### src/rtl/mm_pkg.sv
package mm_pkg;
  localparam logic [7:0] OPC_ADD = 8'd1;
  localparam logic [7:0] OPC_SUB = 8'd2;
  localparam logic [7:0] OPC_MUL = 8'd3;
  localparam logic [7:0] OPC_DIV = 8'd4;
  localparam logic [7:0] OPC_DEC = 8'd5;
  localparam logic [7:0] OPC_BZ  = 8'd6;
  localparam logic [7:0] OPC_BNZ = 8'd7;
  localparam logic [7:0] OPC_JMP = 8'd8;

  typedef enum logic [2:0] {
    ALU_ADD, ALU_SUB, ALU_MUL, ALU_DIV, ALU_DEC
  } alu_op_e;

  typedef enum logic [3:0] {
    S_IFETCH, S_ICAP, S_DECODE, S_RDA, S_CAPA, S_RDB, S_CAPB, S_EXEC, S_HALT
  } seq_state_e;
endpackage

### src/rtl/mm_alu.sv
module mm_alu
  import mm_pkg::*;
#(
  parameter int DW = 8
) (
  input  alu_op_e         op,
  input  logic [DW-1:0]   a,
  input  logic [DW-1:0]   b,
  output logic [DW-1:0]   y,
  output logic            div0
);
  localparam int PW = 2 * DW;
  logic [PW-1:0] prod;

  assign prod = a * b;
  assign div0 = (op == ALU_DIV) && (b == '0);

  always_comb begin
    case (op)
      ALU_ADD: y = a + b;
      ALU_SUB: y = a - b;
      ALU_MUL: y = prod[DW-1:0];
      ALU_DIV: y = (b == '0) ? '1 : (a / b);
      ALU_DEC: y = a - DW'(1);
      default: y = '0;
    endcase
  end
endmodule

### src/rtl/mm_seq.sv
module mm_seq
  import mm_pkg::*;
#(
  parameter int DW = 8
) (
  input  logic            clk,
  input  logic            rst_n,
  input  logic [DW-1:0]   mem_rdata,
  output logic [DW-1:0]   mem_addr,
  output logic [DW-1:0]   mem_wdata,
  output logic            mem_we,
  output alu_op_e         alu_op,
  output logic [DW-1:0]   alu_a,
  output logic [DW-1:0]   alu_b,
  input  logic [DW-1:0]   alu_y,
  input  logic            alu_div0,
  output logic            halted,
  output logic            div_err
);
  localparam int NB = 4;
  localparam int IW = $clog2(NB);
  localparam logic [DW-1:0] STEP = DW'(NB);

  seq_state_e     state_q, state_d;
  logic [DW-1:0]  pc_q, pc_d;
  logic [IW-1:0]  idx_q, idx_d;
  logic [DW-1:0]  opa_q, opa_d, opb_q, opb_d;
  logic           deref_q, deref_d;
  logic           err_q, err_d;
  logic [DW-1:0]  ir_q [NB];

  logic [DW-1:0]  opc, src_a, src_b, dst;
  logic           is_arith, is_dec, is_br, ind_a, ind_b, br_take;
  logic [DW-1:0]  addr_a, addr_b, pc_seq;

  assign opc   = ir_q[0];
  assign src_a = ir_q[1];
  assign src_b = ir_q[2];
  assign dst   = ir_q[3];

  assign is_arith = (opc >= OPC_ADD) && (opc <= OPC_DIV);
  assign is_dec   = (opc == OPC_DEC);
  assign is_br    = (opc == OPC_BZ) || (opc == OPC_BNZ);
  assign ind_a    = is_arith && src_a[DW-1];
  assign ind_b    = src_b[DW-1];
  assign addr_a   = is_arith ? {1'b0, src_a[DW-2:0]} : src_a;
  assign addr_b   = {1'b0, src_b[DW-2:0]};
  assign pc_seq   = pc_q + STEP;
  assign br_take  = (opc == OPC_BZ) ? (mem_rdata == '0) : (mem_rdata != '0);

  // instruction byte registers, one enable per byte
  for (genvar g = 0; g < NB; g++) begin : g_ir
    logic ir_en;
    assign ir_en = (state_q == S_ICAP) && (idx_q == IW'(g));
    always_ff @(posedge clk or negedge rst_n) begin
      if (!rst_n) begin
        ir_q[g] <= '0;
      end else if (ir_en) begin
        ir_q[g] <= mem_rdata;
      end
    end
  end

  always_comb begin
    case (opc)
      OPC_SUB: alu_op = ALU_SUB;
      OPC_MUL: alu_op = ALU_MUL;
      OPC_DIV: alu_op = ALU_DIV;
      OPC_DEC: alu_op = ALU_DEC;
      default: alu_op = ALU_ADD;
    endcase
  end

  assign alu_a = opa_q;
  assign alu_b = opb_q;

  always_comb begin
    state_d   = state_q;
    pc_d      = pc_q;
    idx_d     = idx_q;
    opa_d     = opa_q;
    opb_d     = opb_q;
    deref_d   = deref_q;
    err_d     = err_q;
    mem_addr  = pc_q + DW'(idx_q);
    mem_wdata = alu_y;
    mem_we    = 1'b0;
    case (state_q)
      S_IFETCH: state_d = S_ICAP;
      S_ICAP: begin
        if (idx_q == IW'(NB - 1)) begin
          idx_d   = '0;
          state_d = S_DECODE;
        end else begin
          idx_d   = idx_q + IW'(1);
          state_d = S_IFETCH;
        end
      end
      S_DECODE: begin
        deref_d = 1'b0;
        if (is_arith || is_dec || is_br) begin
          state_d = S_RDA;
        end else if (opc == OPC_JMP) begin
          pc_d    = dst;
          state_d = S_IFETCH;
        end else begin
          state_d = S_HALT;
        end
      end
      S_RDA: begin
        mem_addr = deref_q ? opa_q : addr_a;
        state_d  = S_CAPA;
      end
      S_CAPA: begin
        opa_d = mem_rdata;
        if (ind_a && !deref_q) begin
          deref_d = 1'b1;
          state_d = S_RDA;
        end else begin
          deref_d = 1'b0;
          if (is_arith) begin
            state_d = S_RDB;
          end else if (is_dec) begin
            state_d = S_EXEC;
          end else begin
            pc_d    = br_take ? dst : pc_seq;
            state_d = S_IFETCH;
          end
        end
      end
      S_RDB: begin
        mem_addr = deref_q ? opb_q : addr_b;
        state_d  = S_CAPB;
      end
      S_CAPB: begin
        opb_d = mem_rdata;
        if (ind_b && !deref_q) begin
          deref_d = 1'b1;
          state_d = S_RDB;
        end else begin
          deref_d = 1'b0;
          state_d = S_EXEC;
        end
      end
      S_EXEC: begin
        mem_we   = 1'b1;
        mem_addr = is_dec ? src_a : dst;
        if (alu_div0) err_d = 1'b1;
        pc_d    = pc_seq;
        state_d = S_IFETCH;
      end
      S_HALT: state_d = S_HALT;
      default: state_d = S_HALT;
    endcase
  end

  always_ff @(posedge clk or negedge rst_n) begin
    if (!rst_n) begin
      state_q <= S_IFETCH;
      pc_q    <= '0;
      idx_q   <= '0;
      opa_q   <= '0;
      opb_q   <= '0;
      deref_q <= 1'b0;
      err_q   <= 1'b0;
    end else begin
      state_q <= state_d;
      pc_q    <= pc_d;
      idx_q   <= idx_d;
      opa_q   <= opa_d;
      opb_q   <= opb_d;
      deref_q <= deref_d;
      err_q   <= err_d;
    end
  end

  assign halted  = (state_q == S_HALT);
  assign div_err = err_q;
endmodule

### src/rtl/mm_cpu.sv
module mm_cpu
  import mm_pkg::*;
#(
  parameter int DW = 8
) (
  input  logic          clk,
  input  logic          rst_n,
  output logic [DW-1:0] mem_addr,
  output logic [DW-1:0] mem_wdata,
  output logic          mem_we,
  input  logic [DW-1:0] mem_rdata,
  output logic          halted,
  output logic          div_err
);
  logic          rst_s1, rst_s2;
  alu_op_e       alu_op;
  logic [DW-1:0] alu_a, alu_b, alu_y;
  logic          alu_div0;

  // reset asserts at once, releases after two clock edges
  always_ff @(posedge clk or negedge rst_n) begin
    if (!rst_n) begin
      rst_s1 <= 1'b0;
      rst_s2 <= 1'b0;
    end else begin
      rst_s1 <= 1'b1;
      rst_s2 <= rst_s1;
    end
  end

  mm_seq #(.DW(DW)) u_seq (
    .clk       (clk),
    .rst_n     (rst_s2),
    .mem_rdata (mem_rdata),
    .mem_addr  (mem_addr),
    .mem_wdata (mem_wdata),
    .mem_we    (mem_we),
    .alu_op    (alu_op),
    .alu_a     (alu_a),
    .alu_b     (alu_b),
    .alu_y     (alu_y),
    .alu_div0  (alu_div0),
    .halted    (halted),
    .div_err   (div_err)
  );

  mm_alu #(.DW(DW)) u_alu (
    .op   (alu_op),
    .a    (alu_a),
    .b    (alu_b),
    .y    (alu_y),
    .div0 (alu_div0)
  );
endmodule

### config.mk
export PLATFORM = sky130hd
export DESIGN_NAME = mm_cpu
export DESIGN_NICKNAME = d
export VERILOG_FILES = /design/src/rtl/mm_pkg.sv /design/src/rtl/mm_alu.sv /design/src/rtl/mm_seq.sv /design/src/rtl/mm_cpu.sv
export SDC_FILE = /design/constraint.sdc
export NUM_CORES = 1
export LEC_CHECK = 0
export ABC_AREA = 1
export BUFFER_PORTS_ARGS = -buffer_cell sky130_fd_sc_hd__buf_2
export CORE_ASPECT_RATIO = 0.5
export CORE_MARGIN = 1.5
export CORE_UTILIZATION = 50
export CTS_BUF_LIST = sky130_fd_sc_hd__clkbuf_8 sky130_fd_sc_hd__clkbuf_16
export CTS_CLUSTER_SIZE = 12
export DETAILED_ROUTE_END_ITERATION = 16
export PLACE_DENSITY = 0.76
export REMOVE_ABC_BUFFERS = 1
export SKIP_LAST_GASP = 1
export SYNTH_ARGS = -nofsm -noshare
export SYNTH_HDL_FRONTEND = slang
export SYNTH_HIERARCHICAL = 1
export SYNTH_SLANG_ARGS = --single-unit
### constraint.sdc
create_clock -name clk -period 22.9 [get_ports clk]
set_input_delay 4.58 -clock clk [delete_from_list [all_inputs] [get_ports clk]]
set_output_delay 4.58 -clock clk [all_outputs]
set_load 0.02 [all_outputs]
==> results.yml, run 1 <==
route:
  num_vias: 6843
  viasPerCell: 5.49
  drt_pass1_iterations: 7
  drt-total-wl_microns: 18900
  wire_per_inst_microns: 15.2
  drt-initial-drc-count: 547
  drc: 0
  ant_nets: 0
die:
  rows: 30
  die_area_sq_mm: 0.0152
  pin_count: 29
  die_h_microns: 87.9
  die_w_microns: 173
  initial_core_util: 0.522
  core-area_sq_mm: 0.0138
cells_and_area:
  drive_above_1_share: 0.126
  nFillCells: 1292
  fin_nets: 1146
  syn2layout_area_growth_pct: 7.15
  seq_area_sq_mm: 0.00165
  multi_input_area_sq_mm: 0.00468
  diodes: 0
clock_tree:
  cts_resized: 0
  cts_made_buffers: 9
  clock_sinks: 66
  h-tree-depth: 3
  clock_latency_ns: 0.32
  clk_pin_slew_worst_paths_ns: 0.05
  cts_tree: "yes"
  cts_root_buf: "clkbuf_16"
  post_cts_buffers: 0
  ctsHoldBuffers: 0
  clockBufferDepth: 2
yosys:
  syn_avg_cell_area_sq_um: 6.94
  yosysTopAreaCellShare: 0.229
  yosysWarnings: 6
  synthCells: 1040
  netlist_area_sq_mm: 0.00721
  synthTopCellsByArea: "dfrtp_1 23%, nand2_1 15%, ha_1 12%, inv_1 8.2%, o21ai_0 5.3%"
  ys_seq_elements: 66
  async_flop_share: 1.00
  synth_edf_count: 0
  synth_top_area_cell: "dfrtp_1"
  synth_flop_cell: "dfrtp_1"
  ys_seq_area_frac: 0.229
  synth.distinct_cells: 49
setup_path:
  rrSetupSlack_ns: 20.03
  critical_path_required_ns: 18.32
  worstSetupStartpointType: "register"
  cp.arrival_ns: 10.14
  endpoint_kind: "output port"
  cpPeakStageDelay_ns: 0.66
  crit_fanout: 15
  crit_type: "reg2out"
  cp_common_cell: "nand2_1"
  slowest_stage: "dfrtp_1"
global_route:
  overflow: 0
  groute.usage.overall: 0.253
  grt_pass1_wl_microns: 30700
  antenna_found_initial: 1
  grt_pass1_vias: 6437
  grt_start_max_net_pins: 65
sta:
  layout_setup_ws_ns: 8.18
  fin_crit_ns: 14.72
  slew_violations: 0
  hold_violations: 0
  skew_ns: 0.00579
  setup_tns_ns: 0
  fmax_mhz: 68.0
  worst_slew_pin_slew_ns: 0.816
  setup_viol: 0
  timing.final.crit_share: 0.643
  rsz0062_at_grt: "no"
  relSlewSlack: 0.456
place:
  hpwlAfterDp_microns: 14300
  gp_congestion: 0.905
  port_buffers: 28
  dp_slack_ns: 8.58
run_status:
  status: "finished clean"
pwr:
  cellPowerDensity_mw_per_mm2: 53.3
  irDropWorstVdd_mv: 0.0463
  leakagePower_nw: 4.30
worst_hold_path:
  min_path_type: "reg2reg"
job:
  cap_violations: 0
cell families (layout without fill, tap and decap cells):
family          after synthesis  count (layout)  share of synthesized area
flops                        66              66                      0.229
simple gates                486             486                      0.313
fa+ha+maj                    86              86                      0.164
compound gates              165             165                      0.135
other cells                   1               1                   0.000520
buf+inv                     205             220                      0.122
xor+xnor                     31              31                     0.0376
final timing paths:
path,from,endpoint,cells after the start
max in group asynchronous,rst_n,rst_s2,1
setup / recovery,u_seq/alu_b[0],mem_wdata[0],61
min in group asynchronous,rst_s2,u_seq/src_a[3],1
hold / removal,rst_s1,rst_s2,0
setup reg to reg,u_seq/opc[7],u_seq/div_err,10
hold reg to reg,rst_s1,rst_s2,0
sequential cells by signal (all words and copies together), names as in the netlist:
signal	cells
u_seq/div_err	1
u_seq/alu_a	8
u_seq/dst	8
u_seq/src_b	8
u_seq/idx_q	2
rst_s2	1
u_seq/deref_q	1
u_seq/src_a	8
u_seq/pc_q	8
u_seq/opc	8
u_seq/state_q	4
u_seq/alu_b	8
rst_s1	1
worst max-delay path, delay by kind of cell, from the launching register on:
| kind | cells | cell delay [ns] |
|---|---|---|
| xor gates and xnor gates | 2 | 0.30 |
| adders and majority gates | 8 | 2.42 |
| and+or+nand+nor | 26 | 3.11 |
| DFF | 1 | 0.66 |
| AOI/OAI and AO/OA | 15 | 2.12 |
| buffers and inverters | 10 | 1.15 |
cell usage in the layout, fill, tap and decap left out, drive strengths merged:
cell	synthesis	layout
a21o	2	2
a21oi	33	33
a22oi	2	2
a31o	1	1
a31oi	2	2
and2	7	7
buf	22	30
bufinv	0	3
clkbuf	9	9
clkinv	5	8
conb	1	1
dfrtp	66	66
fa	14	14
ha	72	72
inv	169	170
nand2	314	314
nand3	73	73
nand3b	3	3
nand4	15	15
nor2	54	54
nor3	12	12
nor4	1	1
o2111ai	5	5
o211ai	10	10
o21a	1	1
o21ai	101	101
o21bai	3	3
o221ai	3	3
o31ai	1	1
o41ai	1	1
or2	7	7
xnor2	9	9
xor2	22	22
routing by layer:
layer / vias up / track usage / share of wire
met4: 2 / 0.119 / 0.032
met3: 58 / 0.0334 / 0.063
li1: 3355 / - / -
met1: 3184 / 0.310 / 0.43
met5: - / 0 / 0.00053
met2: 244 / 0.453 / 0.47
through the flow:
| stage | total power [mW] | utilization | hold WS (ns) | instances | instance area [sq um] |
|---|---|---|---|---|---|
| after floorplan | 0.228 | - | 0.331 | 1009 | 7000 |
| after CTS | 0.414 | 0.560 | 0.354 | 1247 | 7730 |
| after global placement | 0.255 | 0.535 | 0.337 | 1231 | 7390 |
| after global routing | 0.439 | 0.560 | 0.366 | 1247 | 7730 |
| after detailed placement | 0.259 | 0.535 | 0.342 | 1231 | 7390 |
| final | 0.412 | 0.560 | 0.352 | 1247 | 7730 |
report_power, final:
part | leakage (nW) | internal (mW) | switching (mW)
Clock | 0.170 | 0.105 | 0.0487
Sequential | 0.774 | 0.121 | 0.00771
Combinational | 3.35 | 0.0500 | 0.0793
synthesized netlist by cell type (all sizes together) (5+ instances only):
master and count:
nor3 12, clkbuf 9, a21oi 33, nand4 15, o211ai 10, nand2 314, or2 7, ha 72
o21ai 101, nand3 73, buf 22, o2111ai 5, xnor2 9, fa 14, clkinv 5, inv 169
and2 7, xor2 22, nor2 54, dfrtp 66
final cells by class:
cell class,instances,area share
clock buffer,9,0.0291
clock inverter,7,0.0141
inverter,174,0.0856
multi-input combinational,769,0.606
sequential,66,0.214
tap,192,0.0311
timing repair buffer,30,0.0201
Power figures use the tool's default switching activity.
==> run 2: changes to the inputs <==
==> constraint.sdc (replaced) <==
create_clock -name clk -period 13.57 [get_ports clk]
set_input_delay 2.714 -clock clk [delete_from_list [all_inputs] [get_ports clk]]
set_output_delay 2.714 -clock clk [all_outputs]
set_load 0.02 [all_outputs]
==> results.yml, run 2 (synthesized netlist as in run 1, its figures left out) <==
cells_and_area:
  stdcell_count: 1250
  nFillCells: 1318
  seq_area_sq_mm: 0.00165
  fin_util: 0.560
  syn2layout_area_growth_pct: 7.18
  fin_nets: 1150
  final_cell_mix: "286 x nand2_1, 159 x inv_1, 77 x o21ai_0"
  drive_above_1_share: 0.129
  diodes: 0
  layout_commonest_cell: "nand2_1"
  multi_input_area_sq_mm: 0.00468
setup_path:
  endpoint_kind: "output port"
  cp.arrival_ns: 10.04
  critical_path_depth: 60
  cp_num_buf_inv: 9
  crit_type: "reg2out"
  cp_common_cell: "nand2_1"
  slowest_stage: "dfrtp_2"
  cpPeakStageDelay_ns: 0.48
  critical_path_required_ns: 10.86
  worst-r2r-cell-count: 10
  cp_top_family: "simple AND/OR/NAND/NOR gates"
  worstSetupStartpointType: "register"
  crit_fanout: 10
place:
  port_buffers: 28
  gp_congestion: 0.905
  dp.cells: 1231
  hpwlAfterDp_microns: 14200
global_route:
  overflow: 0
  antenna_found_initial: 0
  grt_pass1_wl_microns: 30900
  groute.usage.overall: 0.255
  grt_start_max_net_pins: 65
  grt_pass1_vias: 6460
worst_hold_path:
  min_path_type: "reg2reg"
  hold_depth: 0
clock_tree:
  cts_tree: "yes"
  clockBufferDepth: 2
  clock_latency_ns: 0.33
  clock_sinks: 66
  cts_made_buffers: 9
  clk_pin_slew_worst_paths_ns: 0.05
  cts_root_buf: "clkbuf_16"
  h-tree-depth: 3
route:
  ant_nets: 0
  drc: 0
  drt-initial-drc-count: 578
  drt-total-wl_microns: 18900
  viasPerCell: 5.48
  drt_pass1_iterations: 6
  wire_per_inst_microns: 15.2
  num_vias: 6849
sta:
  relSlewSlack: 0.452
  fin_crit_ns: 12.75
  fmax_mhz: 78.4
  slew_violations: 0
  timing.final.crit_share: 0.940
  skew_ns: 0.00497
  worst_slew_pin_slew_ns: 0.822
  hold_violations: 0
  setup_tns_ns: 0
  setup_viol: 0
die:
  die_area_sq_mm: 0.0152
  die_w_microns: 173
  initial_core_util: 0.522
  die_h_microns: 87.9
  pin_count: 29
  rows: 30
  core-area_sq_mm: 0.0138
pwr:
  netSwitchingPower_uw: 227
  irDropWorstVdd_mv: 0.0633
  intPower_uw: 445
  clkPwrFrac: 0.349
  leakagePower_nw: 4.30
  seqPwrFrac: 0.323
  p_sw_frac: 0.337
  cellPowerDensity_mw_per_mm2: 86.9
  combinationalPowerShare: 0.328
run_status:
  status: "finished clean"
job:
  cap_violations: 0
[run 2: cell types whose count changed in the layout (fill, tap and decap cells not counted)]
cell,change
bufinv_16,-2
buf_4,+4
dfrtp_1,-1
clkbuf_8,+3
clkinv_2,-2
dfrtp_2,+1
[run 2: final cells by class]
type / count / area share
Clock buffer: 12 / 0.0345
Clock inverter: 3 / 0.00502
Inverter: 174 / 0.0856
Multi-Input combinational cell: 769 / 0.606
Sequential cell: 66 / 0.214
Tap cell: 192 / 0.0311
Timing Repair Buffer: 34 / 0.0240
[run 2: metrics by stage]
stage / worst slack (ns) / total power, mW / instance area, sq um / hold slack, ns
3_3_place_gp: 1.51 / 0.431 / 7390 / 0.337
6_report: 0.817 / 0.672 / 7730 / 0.351
4_1_cts: 0.730 / 0.673 / 7700 / 0.353
3_5_place_dp: 1.11 / 0.437 / 7390 / 0.342
5_1_grt: -0.0367 / 0.717 / 7730 / 0.365
2_1_floorplan: 2.41 / 0.385 / 7000 / 0.331
[run 2: routing by layer]
metal  up-vias  wire length [microns]  global-route usage
li1       3359                      -                   -
met1      3204                   8540               0.319
met2       244                   8920               0.460
met3        42                    998              0.0321
met4         0                    486              0.0964
met5         -                      0                   0
[run 2: final timing paths]
check	from	to	slack, ns
max	u_seq/alu_b[0]	mem_wdata[0]	0.82
min	rst_s1	rst_s2	0.35
max reg2reg	u_seq/opc[7]	u_seq/div_err	10.69
min reg2reg	rst_s1	rst_s2	0.35
max in group asynchronous	rst_n	rst_s2	11.30
min in group asynchronous	rst_s2	u_seq/src_a[3]	0.45
[run 2: power by group through the flow]
stage	clock network [mW]	registers, mW	logic (mW)
6_report	0.234	0.217	0.220
5_1_grt	0.248	0.218	0.251
4_1_cts	0.238	0.217	0.218
3_5_place_dp	0	0.220	0.216
3_3_place_gp	0	0.220	0.210
2_1_floorplan	0	0.218	0.166
[run 2: repair_timing]
item | in CTS | in global routing
setup buffers | 0 | 4
gates resized for setup | 0 | 1
endpoints found under the setup margin | 0 | 1
hold buffers | 0 | 0
